### config.mk
export PLATFORM = sky130hd
export DESIGN_NAME = esf_crc6_rx_check
export DESIGN_NICKNAME = d
export VERILOG_FILES = /design/src/rtl/esf_crc6_pkg.sv /design/src/rtl/esf_sf_tracker.sv /design/src/rtl/esf_crc_divider.sv /design/src/rtl/esf_cb_capture.sv /design/src/rtl/esf_err_counter.sv /design/src/rtl/esf_crc6_rx_check.sv
export SDC_FILE = /design/constraint.sdc
export NUM_CORES = 1
export LEC_CHECK = 0
export BUFFER_PORTS_ARGS = -buffer_cell sky130_fd_sc_hd__buf_4
export CELL_PAD_IN_SITES_DETAIL_PLACEMENT = 0
export CELL_PAD_IN_SITES_GLOBAL_PLACEMENT = 1
export CORE_ASPECT_RATIO = 1.1
export CORE_MARGIN = 4
export CORE_UTILIZATION = 50
export DETAILED_ROUTE_END_ITERATION = 8
export PLACE_DENSITY = 0.94
export SLEW_MARGIN = 20
export SYNTH_ARGS = -nofsm -noshare
export SYNTH_HDL_FRONTEND = slang
export SYNTH_HIERARCHICAL = 1
export SYNTH_SLANG_ARGS = --single-unit
export TNS_END_PERCENT = 20
### constraint.sdc
create_clock -name clk -period 6.85 [get_ports clk]
set_input_delay 0 -clock clk [delete_from_list [all_inputs] [get_ports clk]]
set_output_delay 0 -clock clk [all_outputs]
set_load 0.005 [all_outputs]
### src/rtl/esf_crc6_pkg.sv
package esf_crc6_pkg;
   // per-bit position qualifiers for the bit currently being accepted
   typedef struct packed {
      logic first;   // position 0 of the superframe
      logic fbit;    // framing-bit position
      logic cbit;    // framing position carrying a check bit
      logic last;    // final position of the superframe
   } pos_flags_t;
endpackage

### src/rtl/esf_sf_tracker.sv
module esf_sf_tracker
   import esf_crc6_pkg::*;
#(
   parameter int FRAME_BITS = 193,
   parameter int SF_FRAMES  = 24,
   parameter int CB_STRIDE  = 4,
   parameter int CB_PHASE   = 1
) (
   input  logic       clk,
   input  logic       rst_n,
   input  logic       bit_vld,
   input  logic       sf_start,
   output logic       active,
   output logic       resync,
   output pos_flags_t flags
);
   localparam int BW = $clog2(FRAME_BITS);
   localparam int FW = $clog2(SF_FRAMES);

   generate
      if (FRAME_BITS < 2)           begin : g_bad_frame  $error("FRAME_BITS too small"); end
      if (CB_PHASE >= CB_STRIDE)    begin : g_bad_phase  $error("CB_PHASE out of range"); end
      if (SF_FRAMES % CB_STRIDE != 0) begin : g_bad_stride $error("SF_FRAMES not a multiple of CB_STRIDE"); end
   endgenerate

   logic [BW-1:0] bit_q, eff_bit;
   logic [FW-1:0] frm_q, eff_frm;
   logic          locked_q;
   logic          last_bit, last_frm;

   always_comb begin
      eff_bit  = sf_start ? '0 : bit_q;
      eff_frm  = sf_start ? '0 : frm_q;
      last_bit = (eff_bit == BW'(FRAME_BITS - 1));
      last_frm = (eff_frm == FW'(SF_FRAMES - 1));
      active   = bit_vld && (locked_q || sf_start);
      resync   = bit_vld && sf_start && locked_q && ((bit_q != '0) || (frm_q != '0));
      flags.first = (eff_bit == '0) && (eff_frm == '0);
      flags.fbit  = (eff_bit == '0);
      flags.cbit  = (eff_bit == '0) && ((32'(eff_frm) % CB_STRIDE) == CB_PHASE);
      flags.last  = last_bit && last_frm;
   end

   always_ff @(posedge clk or negedge rst_n) begin
      if (!rst_n) begin
         bit_q    <= '0;
         frm_q    <= '0;
         locked_q <= 1'b0;
      end else if (active) begin
         locked_q <= 1'b1;
         if (last_bit) begin
            bit_q <= '0;
            frm_q <= last_frm ? '0 : eff_frm + FW'(1);
         end else begin
            bit_q <= eff_bit + BW'(1);
            frm_q <= eff_frm;
         end
      end
   end

   assert_idle_hold_R10 : assert property (@(posedge clk) disable iff (!rst_n)
      !bit_vld |=> ($stable(bit_q) && $stable(frm_q) && $stable(locked_q)));

   assert_wrap_to_zero_R1 : assert property (@(posedge clk) disable iff (!rst_n)
      (active && flags.last) |=> (bit_q == '0 && frm_q == '0));
endmodule

### src/rtl/esf_crc_divider.sv
module esf_crc_divider #(
   parameter int             W    = 6,
   parameter logic [W-1:0]   POLY = 6'b000011
) (
   input  logic         clk,
   input  logic         rst_n,
   input  logic         en,
   input  logic         start,
   input  logic         din,
   output logic [W-1:0] crc_next
);
   generate
      if (W < 2) begin : g_bad_w $error("divider width too small"); end
   endgenerate

   logic [W-1:0] crc_q, base;
   logic         fb;

   assign base = start ? '0 : crc_q;
   assign fb   = base[W-1] ^ din;

   // one serial step of the x^W-premultiplied division
   genvar i;
   generate
      for (i = 0; i < W; i++) begin : g_tap
         if (i == 0) begin : g_lsb
            assign crc_next[i] = POLY[i] & fb;
         end else begin : g_up
            assign crc_next[i] = base[i-1] ^ (POLY[i] & fb);
         end
      end
   endgenerate

   always_ff @(posedge clk or negedge rst_n) begin
      if (!rst_n)  crc_q <= '0;
      else if (en) crc_q <= crc_next;
   end

   assert_div_hold_R10 : assert property (@(posedge clk) disable iff (!rst_n)
      !en |=> $stable(crc_q));
endmodule

### src/rtl/esf_cb_capture.sv
module esf_cb_capture #(
   parameter int W = 6
) (
   input  logic         clk,
   input  logic         rst_n,
   input  logic         en,
   input  logic         din,
   output logic [W-1:0] cb
);
   // first carried bit ends up as MSB after W shifts
   always_ff @(posedge clk or negedge rst_n) begin
      if (!rst_n)  cb <= '0;
      else if (en) cb <= {cb[W-2:0], din};
   end

   assert_cb_hold_R4 : assert property (@(posedge clk) disable iff (!rst_n)
      !en |=> $stable(cb));
endmodule

### src/rtl/esf_err_counter.sv
module esf_err_counter #(
   parameter int CNT_W = 16
) (
   input  logic             clk,
   input  logic             rst_n,
   input  logic             clr,
   input  logic             inc,
   output logic [CNT_W-1:0] cnt
);
   localparam logic [CNT_W-1:0] CNT_MAX = '1;

   generate
      if (CNT_W < 1) begin : g_bad_cnt $error("CNT_W must be at least 1"); end
   endgenerate

   always_ff @(posedge clk or negedge rst_n) begin
      if (!rst_n)                      cnt <= '0;
      else if (clr)                    cnt <= '0;
      else if (inc && cnt != CNT_MAX)  cnt <= cnt + CNT_W'(1);
   end

   assert_no_overflow_R8 : assert property (@(posedge clk) disable iff (!rst_n)
      (cnt == CNT_MAX && !clr) |=> (cnt == CNT_MAX));

   assert_clear_wins_R9 : assert property (@(posedge clk) disable iff (!rst_n)
      clr |=> (cnt == '0));

   assert_single_step_R6 : assert property (@(posedge clk) disable iff (!rst_n)
      !clr |=> (cnt == $past(cnt) || cnt == $past(cnt) + CNT_W'(1)));
endmodule

### src/rtl/esf_crc6_rx_check.sv
module esf_crc6_rx_check
   import esf_crc6_pkg::*;
#(
   parameter int                FRAME_BITS = 193,
   parameter int                SF_FRAMES  = 24,
   parameter int                CB_STRIDE  = 4,
   parameter int                CB_PHASE   = 1,
   parameter int                CRC_W      = 6,
   parameter logic [CRC_W-1:0]  CRC_POLY   = 6'b000011,
   parameter int                CNT_W      = 16
) (
   input  logic             clk,
   input  logic             rst_n,
   input  logic             bit_vld,
   input  logic             bit_in,
   input  logic             sf_start,
   input  logic             err_clr,
   output logic             res_vld,
   output logic             res_err,
   output logic [CNT_W-1:0] err_cnt
);
   generate
      if (SF_FRAMES / CB_STRIDE != CRC_W) begin : g_bad_cb_count
         $error("check-bit slots per superframe must equal CRC_W");
      end
   endgenerate

   pos_flags_t       flags;
   logic             active, resync;
   logic             div_in, blk_end, mismatch;
   logic [CRC_W-1:0] crc_next, cb_rx, prev_crc_q;
   logic             have_prev_q;

   esf_sf_tracker #(
      .FRAME_BITS(FRAME_BITS), .SF_FRAMES(SF_FRAMES),
      .CB_STRIDE(CB_STRIDE),   .CB_PHASE(CB_PHASE)
   ) u_track (
      .clk(clk), .rst_n(rst_n), .bit_vld(bit_vld), .sf_start(sf_start),
      .active(active), .resync(resync), .flags(flags)
   );

   // framing positions are divided as ones
   assign div_in = flags.fbit ? 1'b1 : bit_in;

   esf_crc_divider #(.W(CRC_W), .POLY(CRC_POLY)) u_div (
      .clk(clk), .rst_n(rst_n), .en(active), .start(flags.first),
      .din(div_in), .crc_next(crc_next)
   );

   esf_cb_capture #(.W(CRC_W)) u_cb (
      .clk(clk), .rst_n(rst_n), .en(active && flags.cbit),
      .din(bit_in), .cb(cb_rx)
   );

   assign blk_end  = active && flags.last;
   assign mismatch = (cb_rx != prev_crc_q);

   always_ff @(posedge clk or negedge rst_n) begin
      if (!rst_n) begin
         have_prev_q <= 1'b0;
         prev_crc_q  <= '0;
         res_vld     <= 1'b0;
         res_err     <= 1'b0;
      end else begin
         res_vld <= blk_end && have_prev_q;
         res_err <= blk_end && have_prev_q && mismatch;
         if (resync) begin
            have_prev_q <= 1'b0;
         end else if (blk_end) begin
            have_prev_q <= 1'b1;
            prev_crc_q  <= crc_next;
         end
      end
   end

   esf_err_counter #(.CNT_W(CNT_W)) u_cnt (
      .clk(clk), .rst_n(rst_n), .clr(err_clr),
      .inc(blk_end && have_prev_q && mismatch), .cnt(err_cnt)
   );

   assert_strobe_single_R5 : assert property (@(posedge clk) disable iff (!rst_n)
      res_vld |=> !res_vld);

   assert_err_needs_strobe_R5 : assert property (@(posedge clk) disable iff (!rst_n)
      res_err |-> res_vld);

   assert_no_result_after_resync_R7 : assert property (@(posedge clk) disable iff (!rst_n)
      resync |=> !res_vld);
endmodule

==> impl_results.md <==
- Core area: between 5000 and 6000 um^2
- CTS clk-pin slew, worst paths: ~0.10 ns
- Iteration-0 DRC Markers: 64
- Post-CTS sizing: 0
- Setup Viol. Count Final: 0
- Worst-Margin Slew: around 0.9 ns
- H-tree depth: 2
- Mux contribution to synthesized area: approximately a tenth
- Max IR drop VDD: around 190 uV
- Delay of the slowest critical-path stage: just over 0.7 ns
- Pwr Density: roughly 210 nW/um^2
- Simple-gate share of the synthesized area: around 25%
- Hold WC Path Type: in2reg
- Layout area overhead: 12.8%
- Total congestion overflow: 0
- Vias in the first global route: between 2,000 and 2,500
- WL final: approximately 5.5 mm
- Clk root buf: clkbuf_8
- Critical Path, Cell by Cell: or4_4 > nor2_2 > and3_1 > nor4b_2 > and3_2 > o31a_1 > inv_1 > or4_2 > a21oi_1
- Clock latency on the worst-skew pair: about 0.30 ns
- Crit path time final: approximately 3.6 ns
- Share of cells above drive strength 1: between 20% and 30%
- Fmax: 276 MHz
- DRT Pass-1 Iters: 4
- Bufs and invs on worst path: 1
- Largest family of logic cells by synthesized area: simple AND/OR/NAND/NOR gates
- Largest net degree at the start of global routing: 52
- Leak: about 1.4 nW
- Chip width: roughly 80 um
- Area of the mapped netlist: 2780 um^2
- Final period util: between 50% and 60%
- Data required, critical path: approximately 7.1 ns
- Synth Warn #: 6
- Post-DR wirelength/cell: about 15 um
- Nets: 299
- Area post-placement: 2990 um^2
- Vias: about 2,100
- Slew Viols, Final: 0
- Final hold vios: 0
- Via/cell ratio: about 5.7
- Synth Net Count: between 200 and 300
- Max cap viols: 0
- Register area share after synthesis: between 40% and 50%
- Post-synth EDFFs: 0
- Final setup TNS: 0 ns
- Worst path top cell family by delay: simple AND/OR/NAND/NOR gates
- Final Skew: roughly 0.0050 ns
- Post-synthesis adder-cell area fraction: approximately 1.3%
- Critical path launch point type: flop
- Initial antenna violation count: 0
- Initial Utilization: roughly half
- Post-synth cell types: between 50 and 60
- N_diodes: 0
- Yosys reg bits: a little over 50
- Synthesized instance count: 268
- Number of I/O port buffers: 23
- CTS tree: yes
- Asr flop ratio synth: between 90% and 100%
- Compound-cell area share of the yosys netlist: about 11%
- Worst relative slew slack: between 30 and 40%
- Clk buf depth: 2
- Post-DP HPWL: between 3 and 4 mm
- Commonest non-fill, non-tap cell in the layout: dfrtp_1
- Fillcell total: 480
- Synth Area per Inst: around 10 um^2
- Status: complete, no violations
- Row cnt: 28
- Boundary Pins: 24
- Slowest cell on crit path: or4_2
- Total GRT Usage: ~17%
- RSZ-0062 raised after global routing: false
- Util after Layout: roughly 58%
- Post-layout instance area: approximately 3100 um^2
- Crit path max fanout: 22
- Global-route wire length before repair: between 9 and 10 mm
- CTS Buf Count: 5
- Top FF cell, synth: dfrtp_1
- Kind of critical path: reg2reg
- Final ANT Viol Nets: 0
- Commonest non-fill, non-tap cells in the layout: 51 x dfrtp_1, 24 x buf_4, 24 x nand2_1
- Die area: slightly below 7000 um^2
- Critical path capture point type: flop
- Gpl congestion: ~0.74
- Die height: between 80 and 90 um
- TritonCTS Sinks: slightly above 50
- Synth Area in XOR/XNOR: under 10%
- # DRC: 0
- Arrival @ worst endpoint: around 3.9 ns
path summary, 6_finish.rpt:
path | start | slack (ns) | endpoint | depth (start not counted)
worst max-delay path | u_track/bit_q[5] | 3.23 | u_cnt/cnt[3] | 9
worst min register to register | u_div/crc_q[2] | 0.51 | u_div/crc_q[2] | 1
max in group asynchronous | rst_n | 6.16 | u_cb/cb[0] | 2
worst min-delay path | err_clr | 0.01 | u_cnt/cnt[4] | 2
worst max register to register | u_track/bit_q[5] | 3.23 | u_cnt/cnt[3] | 9
min in group asynchronous | rst_n | 0.27 | u_cnt/cnt[2] | 2
per-layer routing:
| layer | wire [um] | track usage [%] |
|---|---|---|
| met3 | 243 | 3.22 |
| met1 | 2470 | 23.1 |
| met5 | 0 | 0 |
| met4 | 85 | 4.53 |
| met2 | 2720 | 29.2 |
per-stage QoR:
stage	std cells	setup WS [ns]	total power, mW	hold slack, ns
final	366	3.23	0.663	0.0138
after global routing	366	2.88	0.701	0.0231
after CTS	366	3.22	0.671	0.00135
after detailed placement	355	3.23	0.453	0.0748
after global placement	355	3.37	0.449	0.0747
after floorplan	268	3.46	0.427	-0.296
layout make-up:
type                       count  area (um^2)  share of cell area (%)
clock inverter                 3         46.3                    1.48
inverter                       7         26.3                   0.837
clock buffer                   5         68.8                    2.19
multi-input combinational    198         1420                    45.1
sequential                    51         1280                    40.7
tap                           75         93.8                    2.99
timing repair buffer          27          210                    6.70
power breakdown:
| group | switching (mW) | internal (mW) | total (mW) |
|---|---|---|---|
| clock | 0.103 | 0.110 | 0.213 |
| sequential | 0.0224 | 0.326 | 0.348 |
| combinational | 0.0535 | 0.0479 | 0.101 |
| total | 0.179 | 0.484 | 0.663 |
logic make-up after synthesis:
| family | count (synthesis) |
|---|---|
| AND/OR/NAND/NOR | 114 |
| flip-flops | 51 |
| AO/OA/AOI/OAI | 49 |
| multiplexers | 23 |
| buffers and inverters | 19 |
| XOR/XNOR | 9 |
| adder cells (fa/ha/maj) | 3 |
worst reg2reg max path, cell delays in order, from the launching register on:
cell and delay [ns]:
dfrtp_1 0.43, or4_4 0.57, nor2_2 0.32, and3_1 0.22
nor4b_2 0.33, and3_2 0.26, o31a_1 0.24, inv_1 0.29
or4_2 0.71, a21oi_1 0.17
cells in the mapped netlist (all sizes together) (2+ instances only):
cell type,instances,area (um^2)
nor3,5,25.0
nand4,10,68.8
clkbuf,9,33.8
or3,4,26.3
ha,3,37.5
nand2b,6,37.5
o21ai,14,70.1
or4,9,73.8
nor4,6,52.6
o21a,2,15.0
nand3,8,40.0
a31oi,2,12.5
dfrtp,51,1280
nand2,24,90.1
mux2,22,270
and3,6,40.0
or2,2,12.5
buf,3,30.0
xnor2,7,61.3
and4,3,28.8
nor2b,10,62.6
nor4b,2,23.8
xor2,2,17.5
a21oi,14,70.1
nand3b,2,27.5
nor2,11,43.8
o31ai,8,60.1
inv,7,26.3
what timing repair did:
item | 4_1_cts | 5_1_grt
hold buffers | 3 | 0
setup buffers | 0 | 0
endpoints found under the hold margin | 53 | 0
state kept, by name, summed over array words and instances, names as in the netlist:
name,flops
prev_crc_q,6
u_track/bit_q,8
u_track/locked_q,1
u_div/crc_q,6
res_err,1
have_prev_q,1
res_vld,1
u_track/frm_q,5
u_cb/cb,6
u_cnt/cnt,16
Power figures use the tool's default switching activity.
